**src/rtl/muldiv_hilo.sv**
```systemverilog
module muldiv_hilo #(
  parameter int W = 32
) (
  input  logic         clk,
  input  logic         rst_n,
  input  logic         start,
  input  logic [1:0]   op,
  input  logic [W-1:0] src_a,
  input  logic [W-1:0] src_b,
  output logic         busy,
  input  logic         rd_en,
  input  logic         rd_hi,
  output logic [W-1:0] rd_data,
  output logic         rd_stall
);
  localparam int CW = $clog2(W + 1);
  localparam logic [CW-1:0] LAST = CW'(W - 1);

  logic [W-1:0]  hi, lo;
  logic [W-1:0]  rh, rl, bm, a_keep;
  logic [CW-1:0] cnt;
  logic          is_div, neg_q, neg_r, dz;

  wire           go     = start & ~busy;
  wire           sgn_in = ~op[0];
  wire [W-1:0]   mag_a  = (sgn_in & src_a[W-1]) ? -src_a : src_a;
  wire [W-1:0]   mag_b  = (sgn_in & src_b[W-1]) ? -src_b : src_b;

  wire [W:0]     msum   = {1'b0, rh} + (rl[0] ? {1'b0, bm} : '0);
  wire [W-1:0]   mh_n   = msum[W:1];
  wire [W-1:0]   ml_n   = {msum[0], rl[W-1:1]};

  wire [W:0]     trial  = {rh, rl[W-1]} - {1'b0, bm};
  wire           fits   = ~trial[W];
  wire [W-1:0]   dh_n   = fits ? trial[W-1:0] : {rh[W-2:0], rl[W-1]};
  wire [W-1:0]   dl_n   = {rl[W-2:0], fits};

  wire [W-1:0]   rh_n   = is_div ? dh_n : mh_n;
  wire [W-1:0]   rl_n   = is_div ? dl_n : ml_n;

  wire [2*W-1:0] prod   = {mh_n, ml_n};
  wire [2*W-1:0] prod_f = neg_q ? -prod : prod;
  wire [W-1:0]   quo_f  = dz ? '1 : (neg_q ? -dl_n : dl_n);
  wire [W-1:0]   rem_f  = dz ? a_keep : (neg_r ? -dh_n : dh_n);

  assign rd_data  = rd_hi ? hi : lo;
  assign rd_stall = rd_en & busy;

  always_ff @(posedge clk or negedge rst_n) begin
    if (!rst_n) begin
      busy   <= 1'b0;
      cnt    <= '0;
      hi     <= '0;
      lo     <= '0;
      rh     <= '0;
      rl     <= '0;
      bm     <= '0;
      a_keep <= '0;
      is_div <= 1'b0;
      neg_q  <= 1'b0;
      neg_r  <= 1'b0;
      dz     <= 1'b0;
    end else if (go) begin
      busy   <= 1'b1;
      cnt    <= '0;
      rh     <= '0;
      rl     <= mag_a;
      bm     <= mag_b;
      a_keep <= src_a;
      is_div <= op[1];
      neg_q  <= sgn_in & (src_a[W-1] ^ src_b[W-1]);
      neg_r  <= sgn_in & src_a[W-1];
      dz     <= op[1] & (src_b == '0);
    end else if (busy) begin
      rh  <= rh_n;
      rl  <= rl_n;
      cnt <= cnt + 1'b1;
      if (cnt == LAST) begin
        busy <= 1'b0;
        hi   <= is_div ? rem_f : prod_f[2*W-1:W];
        lo   <= is_div ? quo_f : prod_f[W-1:0];
      end
    end
  end

  AST_BUSY_ON_START: assert property (@(posedge clk) disable iff (!rst_n)
    start && !busy |=> busy && cnt == '0);
  AST_STEP_COUNT: assert property (@(posedge clk) disable iff (!rst_n)
    busy && cnt != LAST |=> busy && cnt == $past(cnt) + 1'b1);
  AST_IGNORE_START: assert property (@(posedge clk) disable iff (!rst_n)
    busy && start |=> $stable(bm) && $stable(is_div) && $stable(neg_q));
  AST_DIV_ZERO: assert property (@(posedge clk) disable iff (!rst_n)
    busy && dz && cnt == LAST |=> lo == '1 && hi == $past(a_keep));
  AST_HOLD_IDLE: assert property (@(posedge clk) disable iff (!rst_n)
    !busy && !start |=> $stable(hi) && $stable(lo));
  AST_STALL_BUSY: assert property (@(posedge clk) disable iff (!rst_n)
    rd_stall |-> busy);
endmodule

```
**config.mk**
```make
export PLATFORM = sky130hd
export DESIGN_NAME = muldiv_hilo
export DESIGN_NICKNAME = d
export VERILOG_FILES = /design/src/rtl/muldiv_hilo.sv
export SDC_FILE = /design/constraint.sdc
export NUM_CORES = 1
export LEC_CHECK = 0
export BUFFER_PORTS_ARGS = -buffer_cell sky130_fd_sc_hd__buf_2
export CAP_MARGIN = 20
export CORE_UTILIZATION = 60
export CTS_BUF_LIST = sky130_fd_sc_hd__clkbuf_16
export CTS_CLUSTER_DIAMETER = 60
export DETAILED_ROUTE_END_ITERATION = 8
export GPL_ROUTABILITY_DRIVEN = 0
export GPL_TIMING_DRIVEN = 1
export PLACE_DENSITY = 0.78
export SYNTH_ARGS = -nofsm -noshare
export SYNTH_HDL_FRONTEND = slang
export SYNTH_SLANG_ARGS = --single-unit
```
**constraint.sdc**
```tcl
create_clock -name clk -period 5.7 [get_ports clk]
set_input_delay 0.57 -clock clk [delete_from_list [all_inputs] [get_ports clk]]
set_output_delay 0.57 -clock clk [all_outputs]
set_load 0.02 [all_outputs]
```
== Word-level counts from Yosys, hierarchy flattened ==
Cells that the tools add are included.
Widths: inputs -> output; s select.
Operators by class
  $add $sub $neg: 8
  multipliers: 0
  div/mod/pow operators: 0
  order comparisons: 0
  equal/unequal tests: 1
  shift-type cells: 0
  multiplexer cells: 23
  bitwise logic cells: 11
  reductions and logical operators: 3
Operators by type and width (count)
  $mux 32: 17
  $neg 32->32: 4
  $mux 64: 1
  $neg 64->64: 1
  $add 32x32->33: 1
  $sub 33x32->33: 1
  $logic_not 32->1: 1
  $mux 6: 2
  $add 6x1->6 const B: 1
  $and 1x1->1: 6
  $eq 6x5->1 const B: 1
  $not 1->1: 4
  $mux 1: 3
  $reduce_and 3->1: 1
  $reduce_bool 2->1: 1
  $xor 1x1->1: 1
Word-level totals
  register bits after elaboration: 203
  latch bits: 0
  memory bits (writable): 0
  ROM bits: 0
  output and inout port bits: 34
  memories: 0

== Depth between registers and ports, before layout ==
Gate-level depths: netlist of the first run.
  depth in word-level cells: 6
  depth in mapped cells: 26
  depth with buffers taken out: 22

== Worst setup path before layout of the first run ==
No wires, ideal clock.
  kind: register to register
  from: reg rl[31]
  to: reg hi[28]
  arrival time: 4977 ps
  slack: 583 ps
  cell stages (with the launch flop): 27
  path buffers: 4
  path through: dfrtp_1 -> clkbuf_1 -> inv_1 -> ha_1 -> inv_1 -> fa_1 -> a211oi_2 -> nor3_2 -> o2111ai_1 -> a21oi_1 -> nor3_2 -> nor2_2 -> inv_2 -> buf_6 -> buf_2 -> buf_1 -> nor2_1 -> a21oi_1 -> ha_1 -> nor4b_1 -> nand3_1 -> nor2_1 -> o21ai_0 -> nor4_1 -> mux2i_1 -> a221oi_1 -> a31oi_1
Between the ends
  cells in the longest elaborated chain, start to end: 6
  elaborated cells between the ends (all ways): 8
  classes of those cells: add/sub (3); mux (5)
Ends and longest elaborated chain
  start, declared: line 20  | logic [W-1:0] rh, rl, bm, a_keep;
  start signal, assigned: line 67  | rl <= mag_a;
  start signal, assigned: line 76  | rl <= rl_n;
  $sub 33x32->33: line 33  | wire [W:0] trial = {rh, rl[W-1]} - {1'b0, bm};
  $mux 32: line 35  | wire [W-1:0] dh_n = fits ? trial[W-1:0] : {rh[W-2:0], rl[W-1]};
  $neg 32->32: line 44  | wire [W-1:0] rem_f = dz ? a_keep : (neg_r ? -dh_n : dh_n);
  $mux 32 (2 in series): line 44
  $mux 32 (*): line 80  | hi <= is_div ? rem_f : prod_f[2*W-1:W];
  end signal, assigned: line 80
  end, declared: line 19  | logic [W-1:0] hi, lo;
Every way passes the cells marked *; elsewhere a longest branch is shown, timed or not.
A chain may end at the register's enable or synchronous reset.

== Worst setup path in the final report of the first run ==
  from: reg rh[6]
  to: reg hi[26]
Between the ends
  cells in the longest elaborated chain, start to end: 6
  elaborated cells between the ends (all ways): 9
  classes of those cells: add/sub (4); mux (5)
Ends and longest elaborated chain
  start, declared: line 20
  start signal, assigned: line 75  | rh <= rh_n;
  $sub 33x32->33: line 33
  $mux 32: line 35
  $neg 32->32: line 44
  $mux 32 (2 in series): line 44
  $mux 32 (*): line 80
Marks and branches as above.

==> flow_summary.toml, run 1 <==
[die]
rows = 64
die_height_um = 178
io_pins = 105
die-area_mm2 = 0.0317
start_util = 0.608
coreArea_mm2 = 0.0306
dieWidth_um = 178

[clocking]
root_buffer = "clkbuf_16"
clock_latency_ps = 580
post_cts_buffers = 0
cts-resized-gates = 0
cts_tree = "done"
cts_buffers = 29
numClockSinks = 203
cts.reportedPaths.clkPinSlew_ps = 60
htreeDepth = 1
clock_path_buffers = 3
cts_hold_buf = 0

[yosys]
synth_warnings = 0
syn_inst = 2400
seq_area_frac_synth = 0.273
netlist_area_mm2 = 0.0186
synthDominantCellAreaShare = 0.273
synth.distinct_cells = 94
yosysMostFrequentCell = "nand2_1"
yosys-top-cells-area = "dfrtp_1 (27%), xnor2_1 (6.6%), o21ai_0 (5.9%)"
synth_area_per_cell_um2 = 7.75
synth-seq-cells = 203
async_flop_share = 1.00
synth_top_area_cell = "dfrtp_1"
syn_nets = 2543
synth_edf_count = 0
synth_ff_type = "dfrtp_1"
synth_commonest_cells = "nand2_1 (277), nor2_1 (241), o21ai_0 (218)"

[worst_setup_path]
r2r_start = "rh[6]"
worstPathArrival_ps = 5890
setup.worst_path.end_class = "flop"
path_class = "flop to flop"
setup.worst_path.start_class = "flop"
crit_start = "rh[6]"
critPathRequiredTime_ps = 6100
worstPathMaxFanout = 10
regToRegSetupSlack_ps = 210

[detailed_routing]
vias = 18900
viasPerCell = 6.70
firstDrtPassIters = 8
drc = 0
antenna_left = 0
wl_per_cell_um = 21.7
drt_iter0_drc = 2429
routed_wl_mm = 61.1

[layout]
final_cells = 2814
drive_above_1_share = 0.125
nets = 2535
area_delta_synth_final_pct = 9.38
post-route-cell-area_mm2 = 0.0204

[timing]
min_period_over_period = 0.962
slew_viol_final = 0
fin_skew_ps = 24.9
setup_violations = 0
setup_tns_ps = 0
tightest_slew_ps = 1080
period_needed_ps = 5490
timing.fmax_mhz = 182
slew_headroom = 0.271
rsz0062_at_grt = "no"
hold_viol_final = 0

[hold_path]
hold_class = "primary input to asynchronous set/reset pin"

[grt]
overflow = 0
grt_pass1_wl_mm = 94.9
grt_antenna_before_repair = 2
grt_usage = 0.383
grt_max_degree = 134
grt_pass1_vias = 17400

[placement]
dpl_cell_area_mm2 = 0.0192
place_inst = 2756
port_buffers = 104
dpl.hpwl_mm = 45.3

[status]
run_status = "complete, no violations"

[job]
max_cap_violations = 0
==> registers in the layout, summed over array words and instances, names as in the netlist <==
signal	count
neg_r	1
a_keep	32
dz	1
bm	32
rl	32
lo	32
cnt	6
rh	32
hi	32
neg_q	1
busy	1
is_div	1
==> worst max-delay path, stage by stage, from the launching register on <==
cell	delay (ps)
dfrtp_1	500
ha_2	460
nand4_1	280
nor3_4	370
o2111ai_2	280
a21oi_2	310
o21a_4	260
nor2_4	80
inv_2	160
buf_4	200
nor2_1	60
a21oi_1	230
ha_2	310
nand2_1	80
or3_1	350
o41ai_1	530
and3_1	290
a31oi_1	100
xnor2_1	170
a22oi_1	190
a31oi_1	100
==> layout by cell type (no fill, tap or decap), drive strengths merged, types with 11 or more instances in the layout <==
cell,synthesis,layout
a211oi,17,17
a21o,26,26
a21oi,187,187
a31oi,23,23
and2,11,11
and3,15,15
buf,43,132
clkbuf,130,30
dfrtp,203,203
ha,70,70
inv,67,76
mux2,66,66
mux2i,62,62
nand2,278,278
nand2b,44,44
nand3,32,32
nand4,21,21
nor2,243,243
nor3,50,50
nor4,17,17
o211ai,36,36
o21a,11,11
o21ai,230,230
o22ai,36,36
o31ai,39,39
o41ai,15,15
or2,11,11
or3,26,26
or4,25,25
xnor2,141,141
xor2,77,77
==> area by class of cell <==
type,instances,area (um2)
Multi-Input combinational cell,1956,12600
Clock inverter,25,358
Tap cell,396,495
Timing Repair Buffer,134,772
Inverter,68,255
Fill cell,2603,10200
Clock buffer,29,726
Sequential cell,203,5090
Antenna cell,3,7.51
==> kinds of logic (layout without fill, tap and decap cells) <==
| family | after synthesis | after routing | synth area share |
|---|---|---|---|
| buf+inv | 241 | 256 | 0.0512 |
| fa+ha+maj | 72 | 72 | 0.0492 |
| other cells | 0 | 3 | 0 |
| xor+xnor | 218 | 218 | 0.103 |
| simple gates | 817 | 817 | 0.210 |
| mux | 128 | 128 | 0.0733 |
| compound gates | 721 | 721 | 0.241 |
| flops | 203 | 203 | 0.273 |
==> metal layers <==
metal | share of wire | vias to the layer above | GRT usage
li1 | - | 8634 | -
met2 | 0.43 | 1112 | 0.574
met5 | 0 | - | 0
met1 | 0.42 | 8882 | 0.530
met4 | 0.050 | 0 | 0.181
met3 | 0.10 | 232 | 0.0735
==> stage by stage <==
stage | setup slack [ps] | util | hold WS [ps]
2_1_floorplan | 583 | - | 274
3_3_place_gp | 456 | 0.628 | 457
3_5_place_dp | 106 | 0.628 | 463
4_1_cts | 63.5 | 0.663 | 25.9
5_1_grt | 9.67 | 0.665 | 62.7
6_report | 215 | 0.665 | 0.886
==> worst paths after layout <==
check,cells past startpoint,end
min,1,rh[28]
max,20,hi[26]
max reg2reg,20,hi[26]
min reg2reg,2,hi[0]
max in group asynchronous,2,a_keep[0]
min in group clk,2,is_div
Power of run 1 is left out: the tool's default activity adds up to more than one toggle a clock period on the data nets, which glitch-free logic cannot reach.
==> run 2, diff against run 1 <==
Settings changed: CORE_ASPECT_RATIO set to 0.5, SETUP_SLACK_MARGIN set to 0.02.
==> run 2 against run 1 <==
Net effect:
- critical path depth is 1 higher
- cell count fell by 0.57%
- clock-buffer cell count shrank 7
- setup slack better by 160 ps
- final area decreased by 2.1%
- clock skew down 6.2 ps
- routed wire length is 2.9% lower
- maximum frequency is 3.0% higher
- die area is 0.13% higher
- flip-flop and latch count is the same
- critical endpoint is now hi[28]
==> flow_summary.toml, run 2 (synthesized netlist as in run 1, its figures left out) <==
[hold_path]
hold_class = "primary input to asynchronous set/reset pin"

[timing]
setup_tns_ps = 0
setup_violations = 0
fin_skew_ps = 18.7
slew_headroom = 0.251
period_needed_ps = 5330
timing.fmax_mhz = 188
slew_viol_final = 0
min_period_over_period = 0.935
rsz0062_at_grt = "no"
tightest_slew_ps = 1090
hold_viol_final = 0

[worst_setup_path]
r2r_start = "rl[31]"
regToRegSetupSlack_ps = 370
rr_endpoint = "hi[28]"
critPathRequiredTime_ps = 6100
setup.worst_path.end_class = "flop"
r2r_cells = 21
worstPathMaxFanout = 9
setup.worst_path.start_class = "flop"
path_class = "flop to flop"
worstPathArrival_ps = 5720

[clocking]
numClockSinks = 203
cts_buffers = 22
htreeDepth = 1
clock_path_buffers = 3
post_cts_buffers = 0
cts.reportedPaths.clkPinSlew_ps = 70
cts_tree = "done"
root_buffer = "clkbuf_16"
clock_latency_ps = 560

[die]
die_height_um = 127
dieWidth_um = 251
die-area_mm2 = 0.0318
start_util = 0.612
rows = 45
io_pins = 105
coreArea_mm2 = 0.0304

[job]
max_cap_violations = 0

[grt]
grt_pass1_wl_mm = 91.2
grt_usage = 0.364
grt_antenna_before_repair = 0
grt_pass1_vias = 16000
overflow = 0
grt_max_degree = 108

[detailed_routing]
routed_wl_mm = 59.3
drt_iter0_drc = 2610
wl_per_cell_um = 21.2
vias = 18300
drc = 0
met3_length_mm = 7.64
firstDrtPassIters = 7
met1Wirelength_mm = 26.0
routed.top_layer = "met4"
route.met2.wl_mm = 24.2
antenna_left = 0
viasPerCell = 6.54

[layout]
most-common-layout-cells = "nand2_1 (277), nor2_1 (241), o21ai_0 (218)"
nets = 2526
diodes = 0
fillers = 2631
layout_commonest_cell = "nand2_1"
seq_area_mm2 = 0.00509
multi_input_area_mm2 = 0.0126
drive_above_1_share = 0.117
area_delta_synth_final_pct = 7.11

[placement]
dpl.hpwl_mm = 43.9
port_buffers = 104

[status]
run_status = "complete, no violations"
run 2: area by class of cell:
| class | instances | share of cell area |
|---|---|---|
| Multi-Input combinational cell | 1956 | 0.632 |
| Sequential cell | 203 | 0.255 |
| Timing Repair Buffer | 132 | 0.0377 |
| Inverter | 68 | 0.0130 |
| Clock inverter | 18 | 0.00904 |
| Tap cell | 399 | 0.0251 |
| Clock buffer | 22 | 0.0276 |
run 2: critical path, cell delays in order (launching register included):
cell	delay, ps
dfrtp_1	380
inv_1	90
ha_1	180
inv_1	60
fa_1	460
a211oi_2	330
nor3_2	120
o2111ai_1	420
a21oi_1	210
nor3_2	330
nor2_4	70
inv_2	180
mux2i_1	310
ha_1	300
nand2_1	90
nor3_1	210
nor4b_1	280
o21ai_0	240
nor4_1	380
mux2i_1	120
a221oi_1	280
a31oi_1	110
run 2: stage by stage:
stage                     setup WS, ps  instances  area, um2  utilization  hold WS, ps
after floorplan                    583       2400      18600            -          274
after global placement             633       2758      19200        0.631          455
after detailed placement           508       2758      19200        0.631          461
after CTS                          488       2798      19900        0.655          174
after global routing              57.6       2798      19900        0.655          201
final                              373       2798      19900        0.655          122
run 2: per-layer routing:
| layer | vias up | track usage |
|---|---|---|
| li1 | 8588 | - |
| met1 | 8585 | 0.545 |
| met2 | 1001 | 0.521 |
| met3 | 119 | 0.0913 |
| met4 | 0 | 0.0832 |
| met5 | - | 0 |
run 2: what timing repair did:
item                                    4_1_cts  5_1_grt
hold buffers                                  0        0
endpoints found under the setup margin        0        2
resized for setup                             0        1
run 2: how the worst max path moves through the flow:
stage / start / slack [ps] / to / cells past startpoint
finish: rl[31] / 370 / hi[28] / 21
global route: rh[6] / 60 / hi[28] / 18
CTS: rl[0] / 490 / hi[24] / 15
detailed placement: rl[0] / 510 / hi[26] / 15
global placement: rl[0] / 630 / hi[26] / 15
floorplan: rl[31] / 580 / hi[28] / 26
Power of run 2 is left out for the same reason.
